File: src/rtl/ipl_pkg.sv
package ipl_pkg;
  localparam int LVL_W = 3;
  localparam int LEVELS = 1 << LVL_W;
  localparam int PIRQ_BASE = 8;
  localparam int PIRQ_W = PIRQ_BASE + LEVELS;
  localparam int FIELD_LSB = 1;

  typedef struct packed {
    logic take;
    logic fromBus;
    logic [LVL_W-1:0] level;
  } iplStrobe_t;
endpackage

File: src/rtl/ipl_ctrl.sv
module ipl_ctrl
  import ipl_pkg::*;
(
  input  logic              boundary,
  input  logic              halted,
  input  logic              trapPending,
  input  logic [LVL_W-1:0]  pswPri,
  input  logic [PIRQ_W-1:0] pirqReg,
  input  logic [LEVELS-1:0] busReq,
  output iplStrobe_t        strobe
);
  logic found;
  logic enable;
  logic [LVL_W-1:0] pirqField;

  assign enable = boundary && !halted && !trapPending;
  assign pirqField = pirqReg[FIELD_LSB +: LVL_W];

  always_comb begin
    strobe = '0;
    found = 1'b0;
    if (enable) begin
      for (int lv = LEVELS - 1; lv >= 1; lv--) begin
        if (!found && (LVL_W'(lv) > pswPri)) begin
          if (pirqReg[PIRQ_BASE + lv]) begin
            found = 1'b1;
            strobe.take = 1'b1;
            strobe.fromBus = 1'b0;
            strobe.level = LVL_W'(lv);
          end else if (busReq[lv]) begin
            found = 1'b1;
            strobe.take = 1'b1;
            strobe.fromBus = 1'b1;
            strobe.level = LVL_W'(lv);
          end
        end
      end
      if (!found && (pirqField > pswPri)) begin
        strobe.take = 1'b1;
        strobe.fromBus = 1'b0;
        strobe.level = pirqField;
      end
    end
  end
endmodule

File: src/rtl/ipl_dp.sv
module ipl_dp
  import ipl_pkg::*;
#(
  parameter int VEC_W = 16,
  parameter logic [VEC_W-1:0] PIRQ_VEC = 16'h00A0
) (
  input  logic                    clk,
  input  logic                    rstN,
  input  iplStrobe_t              strobe,
  input  logic [LEVELS*VEC_W-1:0] busVec,
  output logic                    takeIrq,
  output logic [VEC_W-1:0]        vecOut,
  output logic [LEVELS-1:0]       busAck,
  output logic                    wake
);
  logic [VEC_W-1:0] vecTable [LEVELS];
  logic [LEVELS-1:0] ackNext;
  logic [VEC_W-1:0] vecNext;

  for (genvar g = 0; g < LEVELS; g++) begin : g_lvl
    assign vecTable[g] = busVec[g*VEC_W +: VEC_W];
    assign ackNext[g] = strobe.take && strobe.fromBus && (strobe.level == LVL_W'(g));
  end

  always_comb begin
    vecNext = '0;
    if (strobe.take) vecNext = strobe.fromBus ? vecTable[strobe.level] : PIRQ_VEC;
  end

  always_ff @(posedge clk) begin
    if (!rstN) begin
      takeIrq <= 1'b0;
      vecOut <= '0;
      busAck <= '0;
      wake <= 1'b0;
    end else begin
      takeIrq <= strobe.take;
      vecOut <= vecNext;
      busAck <= ackNext;
      wake <= strobe.take && strobe.fromBus;
    end
  end


  single_ack_chk: assert property (@(posedge clk) disable iff (!rstN) $onehot0(busAck));

  wake_bus_chk: assert property (@(posedge clk) disable iff (!rstN) wake == (takeIrq && busAck != '0));
endmodule

File: src/rtl/ipl_select.sv
module ipl_select
  import ipl_pkg::*;
#(
  parameter int VEC_W = 16,
  parameter logic [VEC_W-1:0] PIRQ_VEC = 16'h00A0
) (
  input  logic                    clk,
  input  logic                    rstN,
  input  logic                    boundary,
  input  logic                    halted,
  input  logic                    trapPending,
  input  logic [LVL_W-1:0]        pswPri,
  input  logic [PIRQ_W-1:0]       pirqReg,
  input  logic [LEVELS-1:0]       busReq,
  input  logic [LEVELS*VEC_W-1:0] busVec,
  output logic                    takeIrq,
  output logic [VEC_W-1:0]        vecOut,
  output logic [LEVELS-1:0]       busAck,
  output logic                    wake
);
  iplStrobe_t strobe;

  ipl_ctrl u_ctrl (
    .boundary(boundary), .halted(halted), .trapPending(trapPending),
    .pswPri(pswPri), .pirqReg(pirqReg), .busReq(busReq), .strobe(strobe)
  );

  ipl_dp #(.VEC_W(VEC_W), .PIRQ_VEC(PIRQ_VEC)) u_dp (
    .clk(clk), .rstN(rstN), .strobe(strobe), .busVec(busVec),
    .takeIrq(takeIrq), .vecOut(vecOut), .busAck(busAck), .wake(wake)
  );


  gated_take_chk: assert property (@(posedge clk) disable iff (!rstN)
    takeIrq |-> $past(boundary && !halted && !trapPending));

  pirq_vec_chk: assert property (@(posedge clk) disable iff (!rstN)
    (takeIrq && busAck == '0) |-> vecOut == PIRQ_VEC);

  above_pri_chk: assert property (@(posedge clk) disable iff (!rstN)
    (busAck & ((LEVELS'(2) << $past(pswPri)) - LEVELS'(1))) == '0);

  ack_req_chk: assert property (@(posedge clk) disable iff (!rstN)
    (busAck & ~$past(busReq)) == '0);

  ack_take_chk: assert property (@(posedge clk) disable iff (!rstN)
    (busAck != '0) |-> takeIrq);
endmodule

File: config.mk
export PLATFORM = sky130hd
export DESIGN_NAME = ipl_select
export DESIGN_NICKNAME = d
export VERILOG_FILES = /design/src/rtl/ipl_pkg.sv /design/src/rtl/ipl_ctrl.sv /design/src/rtl/ipl_dp.sv /design/src/rtl/ipl_select.sv
export SDC_FILE = /design/constraint.sdc
export NUM_CORES = 1
export LEC_CHECK = 0
export ABC_AREA = 1
export BUFFER_PORTS_ARGS = -buffer_cell sky130_fd_sc_hd__buf_2
export CAP_MARGIN = 20
export CORE_MARGIN = 3
export CORE_UTILIZATION = 36
export CTS_CLUSTER_SIZE = 20
export DETAILED_ROUTE_END_ITERATION = 10
export MAX_ROUTING_LAYER = met4
export PLACE_DENSITY = 0.75
export SLEW_MARGIN = 15
export SYNTH_ARGS = -nofsm -noshare
export SYNTH_HDL_FRONTEND = slang
export SYNTH_SLANG_ARGS = --single-unit
File: constraint.sdc
create_clock -name clk -period 2.15 [get_ports clk]
set_input_delay 0 -clock clk [delete_from_list [all_inputs] [get_ports clk]]
set_output_delay 0 -clock clk [all_outputs]
set_load 0.01 [all_outputs]
-- Yosys cells after proc, flatten, opt, wreduce, memory -nomap -nowiden
Cells that the tools add are included.
- input bits: 160
- bits in registers: 26
- word-level logic and storage cells: 108
- output and inout bits: 26
- eq/ne operators: 7
- order comparisons: 9
- bitwise operators: 1
- mux-type cells: 56
- reductions and logical operators: 30
- operators with widths (cell ; count):
    $mux 5 ; 24
    $bmux 16 s3 ; 1
    $mux 16 ; 2
    $mux 1 ; 28
    $logic_and 1x1->1 ; 18
    $eq 3x3->1 const B ; 4
    $gt 3x3->1 const A ; 4
    $logic_not 1->1 ; 9
    $mux 8 ; 1
    $eq 3x2->1 const B ; 2
    $gt 2x3->1 const A ; 2
    $ge 4x4->1 const B ; 1
    $not 3->4 ; 1
    $eq 3x1->1 const B ; 1
    $gt 1x3->1 const A ; 1
    $gt 3x3->1 ; 1
    $logic_not 3->1 ; 1
    $reduce_and 3->1 ; 1
    $reduce_and 2->1 ; 1

-- Depth between registers and ports, before layout
- depth in word-level cells: 37
- depth in mapped cells: 25
- gate-level depth less buffers: 23

-- Hierarchy
A second synthesis with hierarchy kept.
- cell total of the unflattened synthesis: 331
- area total of the unflattened synthesis: 2234.6 um^2
- modules (own cells, without submodules) (module ; area an instance (um^2) ; times used ; cells an instance ; seq. area each (um^2)):
    ipl_dp ; 1622.8 ; 1 ; 240 ; 520.5
    ipl_ctrl ; 611.8 ; 1 ; 91 ; 0.0

-- Worst setup path after synthesis
OpenSTA, ideal clock, no wires.
- path type: input port to flip-flop
- from: in pirqReg[15]
- to: reg u_dp.vecOut[10]
- library setup time: 112 ps
- arrival time: 1967 ps
- buffers on the path: 2
- stages on the path: 20
- path slack: 71 ps
- data required time: 2038 ps
- cell sequence: nor2_1 > nand3_1 > nand2_2 > inv_2 > nand4_2 > nor2_4 > o21ai_2 > inv_1 > nor2_4 > nand2_1 > a21oi_2 > nand3_2 > nand3_4 > nor2_1 > buf_4 > buf_4 > nand2_1 > nand4_1 > nand2_1 > nand2_1
- word-level cells in the longest chain between the ends: 35
- elaborated cells on any way between the ends: 69
- classes of those cells: 53 x mux; 1 x bitwise; 15 x reduce/logical
- ends and longest elaborated chain (what ; line ; source):
    from (decl) ; ipl_select.sv:13 ; input logic [PIRQ_W-1:0] pirqReg,
    $mux 1 ; ipl_ctrl.sv:25 ; if (pirqReg[PIRQ_BASE + lv]) begin
    $mux 1 ; ipl_ctrl.sv:24 ; if (!found && (LVL_W'(lv) > pswPri)) begin
    $mux 1 ; ipl_ctrl.sv:22 ; if (enable) begin
    $mux 1 / $logic_not 1->1 (equally long branches) ; ipl_ctrl.sv:30, ipl_ctrl.sv:24 ;
    $mux 1 / $logic_and 1x1->1 (equally long branches) ; ipl_ctrl.sv:25, ipl_ctrl.sv:24 ;
    $mux 1 ; ipl_ctrl.sv:24 ;
    $mux 1 ; ipl_ctrl.sv:22 ;
    $mux 1 / $logic_not 1->1 (equally long branches) ; ipl_ctrl.sv:30, ipl_ctrl.sv:24 ;
    [18 not listed] ; -- ;
    $mux 1 ; ipl_ctrl.sv:22 ;
    $logic_not 1->1 ; ipl_ctrl.sv:38 ; if (!found && (pirqField > pswPri)) begin
    $logic_and 1x1->1 ; ipl_ctrl.sv:38 ;
    $mux 5 (*) ; ipl_ctrl.sv:38 ;
    $mux 5 (*) ; ipl_ctrl.sv:22 ;
    $not 3->4 (not written as such) ; ipl_dp.sv:27 ; if (strobe.take) vecNext = strobe.fromBus ? vecTable[strobe.level] : PIRQ_VEC;
    $bmux 16 s3 ; ipl_dp.sv:27 ;
    $mux 16 (not written as such) (2 in a row) ; ipl_dp.sv:27 ;
    to (signal assigned) ; ipl_dp.sv:38 ; vecOut <= vecNext;
    to (decl) ; ipl_dp.sv:12 ; output logic [VEC_W-1:0] vecOut,
Every way passes the cells marked *; elsewhere a longest branch is shown, timed or not. The select of a mux whose other input is x is not followed.
A chain may end at the register's enable or synchronous reset.

-- Worst setup path in the final report
- from: in pirqReg[15]
- to: reg u_dp.vecOut[5]
- word-level cells in the longest chain between the ends: 36
- elaborated cells on any way between the ends: 70
- classes of those cells: 54 x mux; 1 x bitwise; 15 x reduce/logical
- ends and longest elaborated chain (what ; line):
    $mux 1 ; ipl_ctrl.sv:25
    $mux 1 ; ipl_ctrl.sv:24
    $mux 1 ; ipl_ctrl.sv:22
    $mux 1 / $logic_not 1->1 (equally long branches) ; ipl_ctrl.sv:30, ipl_ctrl.sv:24
    $mux 1 / $logic_and 1x1->1 (equally long branches) ; ipl_ctrl.sv:25, ipl_ctrl.sv:24
    $mux 1 ; ipl_ctrl.sv:24
    $mux 1 ; ipl_ctrl.sv:22
    $mux 1 / $logic_not 1->1 (equally long branches) ; ipl_ctrl.sv:30, ipl_ctrl.sv:24
    [19 not listed] ; --
    $logic_not 1->1 ; ipl_ctrl.sv:38
    $logic_and 1x1->1 ; ipl_ctrl.sv:38
    $mux 5 (*) ; ipl_ctrl.sv:38
    $mux 5 (*) ; ipl_ctrl.sv:22
    $not 3->4 (not written as such) ; ipl_dp.sv:27
    $bmux 16 s3 ; ipl_dp.sv:27
    $mux 16 (not written as such) (2 in a row) ; ipl_dp.sv:27
    $mux 8 ; ipl_dp.sv:27
Marks and branches as above.

==> flow_metrics.tcl <==
set metrics [dict create \
    cts-root-buf "clkbuf_8" \
    fmax_mhz 493.4 \
    crit_top_cell "nand2_1" \
    fp.dieW_um 85.54 \
    arrival_ns 2.20 \
    p_switching_uw 402.8 \
    clk_pin_slew_ns 0.09 \
    hp-start "busVec[93]" \
    swShare_pct 29.27 \
    globalRouteOverflowTotal 0 \
    post-route-period-util_pct 94.26 \
    drtPass1Iterations 4 \
    cap_violations 0 \
    yosys_warnings 0 \
    final_core_util_pct 62.71 \
    powerDensity_nw_per_um2 364.2 \
    hold_end "u_dp.vecOut[13]" \
    period_needed_ns 2.027 \
    place_congestion 0.9434 \
    antenna_found_initial 0 \
    worstPathCellList "buf_2, nor2_4, nand3_2, nand2_4, inv_4, nand4_4, nor2_4, o21ai_4, inv_2, nor2_4, o2111ai_4, buf_4, nand2_4, nand3_4, buf_6, nand2_1, nand2_1, nand2_1, nand2_1, nand2_1, nand3_1, nand2_1, inv_1" \
    drt-vias-per-instance 4.990 \
    wl_um 9340 \
    clock_sinks 26 \
    dp_hpwl_um 7293 \
    clockBufferDepth 2 \
    drt_drc_violations_left 0 \
    synth_cell_type_count 33 \
    total_power_mw 1.376 \
    grt_pass1_wl_um 13770 \
    htree_levels 1 \
    cp_slowest_cell "nor2_4" \
    grt_pass1_vias 3115 \
    status "finished clean" \
    cts_buffers 3 \
    cp-start-kind "input pin" \
    nFillCells 590 \
    grt_start_max_net_pins 30 \
    synth_area_leaders "nand2_1 (29%), dfxtp_1 (23%), nand4_1 (10%)" \
    area_delta_synth_final_pct 65.93 \
    rows 28 \
    pwr-share-seq_pct 35.5 \
    synth.most_common_cell "nand2_1" \
    ir_worst_vdd_mv 0.2410 \
    synth_edf_count 0 \
    crit_path_max_fanout 10 \
    layout.nets 765 \
    num_io_pins 186 \
    intPower_uw 973.5 \
    worstSetupPathType "input pin to flop" \
    core_um2 6026 \
    hold_path_class "input pin to flop" \
    ys_seq_area_share_pct 22.86 \
    critical_path.top_delay_family "simple AND/OR/NAND/NOR gates" \
    setup_viol 0 \
    synth_top_area_share_pct 29.34 \
    finalMaxSlewViolations 0 \
    synth_flop_cell "dfxtp_1" \
    drt_iter0_drc 124 \
    synth-seq-cells 26 \
    dieArea_um2 7316 \
    leakagePower_nw 2.058 \
    drive_gt1_share_pct 44.59 \
    initial_core_util_pct 37.79 \
    diodes 0 \
    max_stage_delay_ns 0.19 \
    synthesis.area_um2 2277 \
    crit_path_end_kind "flop" \
    synthArstFlopShare_pct 0 \
    drt-wirelength-per-cell_um 13.82 \
    die_h_um 85.54 \
    finalInstanceArea_um2 3779 \
    port_buffers 178 \
    crit_buf_inv 6 \
    combPwrFrac_pct 35.0 \
    routed-via-count 3373 \
    grt.total_usage_pct 23.34 \
    syn-instance-count 388 \
    placed_cell_area_um2 3480 \
    cts_tree "yes" \
    yosysTopAreaCell "nand2_1" \
    syn_avg_cell_area_um2 5.869 \
    whs_path_depth 5 \
    final-hold-violation-count 0 \
    synth_common_cells "nand2_1 (178), nand4_1 (38), nand3_1 (37)" \
    ant_nets 0 \
    worstPathRequired_ns 2.32 \
    p_clk_share_pct 29.5 \
    syn-num-nets 551 \
]
==> power by group through the flow <==
stage,registers (mW),clock network [mW],logic [mW]
after detailed placement,0.500,0,0.435
after global placement,0.499,0,0.427
after global routing,0.489,0.434,0.531
after floorplan,0.503,0,0.196
final,0.488,0.406,0.482
after CTS,0.488,0.416,0.440
==> cell usage in the layout (no fill, tap or decap), types with 2 or more instances in the layout <==
master     netlist  routed
buf_12           0       4
buf_2            9     176
buf_4            5      42
buf_6            2       2
clkbuf_16        0       2
clkbuf_8         0       3
dfxtp_1         26      26
ha_1             3       3
inv_1           24      21
inv_2            7       7
inv_4            0       2
nand2_1        178     175
nand2_2          3       4
nand2_4          1       3
nand3_1         37      36
nand3_2          4       4
nand3_4          1       2
nand3b_1         2       2
nand4_1         38      38
nor2_1          18      15
nor2_2           3       3
nor2_4           2       5
nor3_1           2       2
o2111ai_4        2       2
o21ai_0          2       2
o21ai_1          6       5
==> worst max-delay path by stage <==
| stage | startpoint | end | slack, ns | cells past startpoint |
|---|---|---|---|---|
| floorplan | pirqReg[15] | u_dp.vecOut[10] | 0.07 | 20 |
| global placement | pirqReg[15] | u_dp.vecOut[1] | -0.16 | 20 |
| detailed placement | busReq[7] | u_dp.vecOut[3] | -0.29 | 20 |
| CTS | busReq[7] | u_dp.vecOut[8] | 0.02 | 21 |
| global route | pswPri[0] | u_dp.vecOut[13] | -0.04 | 20 |
| finish | pirqReg[15] | u_dp.vecOut[5] | 0.12 | 23 |
==> routing by layer <==
layer	global-route usage (%)	vias up	wire length, um
li1	-	1706	-
met1	28.43	1503	3889
met2	39.97	146	4536
met3	2.209	18	657
met4	8.633	0	257
met5	-	-	0
==> cell families after synthesis <==
| kind of cell | count (synthesis) | synth area share (%) |
|---|---|---|
| compound gates | 18 | 6.814 |
| fa+ha+maj | 3 | 1.649 |
| buf+inv | 49 | 10.06 |
| flops | 26 | 22.86 |
| other cells | 1 | 0.1647 |
| simple gates | 291 | 58.46 |
==> flip-flops by register name, summed over array words and instances, names as in the netlist <==
name / flops
u_dp.vecOut: 16
u_dp.wake: 1
u_dp.takeIrq: 1
u_dp.busAck: 8
==> repair_timing <==
item	CTS	global route
gates cloned	0	3
hold endpoints to repair	1	0
pin swaps	0	12
gates resized for setup	1	27
hold buffers	1	0
setup endpoints to repair	2	23
setup buffers	0	8
==> cell type report <==
type                       instances  area (um2)  share of cell area [%]
multi-input combinational        313        1608                   42.55
timing repair buffer             227        1359                   35.96
sequential                        26       520.5                   13.77
inverter                          31       126.4                   3.344
tap                               75       93.84                   2.483
clock buffer                       3       41.29                   1.093
clock inverter                     1       30.03                  0.7947
==> through the flow <==
step | TNS (ns) | std cells | worst slack (ns) | hold WS (ns)
2_1_floorplan | 0 | 388 | 0.07097 | 0.1431
3_3_place_gp | -2.467 | 660 | -0.1561 | 0.2869
3_5_place_dp | -5.212 | 660 | -0.2870 | 0.2890
4_1_cts | 0 | 665 | 0.02116 | 0.01899
5_1_grt | -0.3862 | 676 | -0.03768 | 0.04734
6_report | 0 | 676 | 0.1233 | 0.02453
Power figures use the tool's default switching activity.
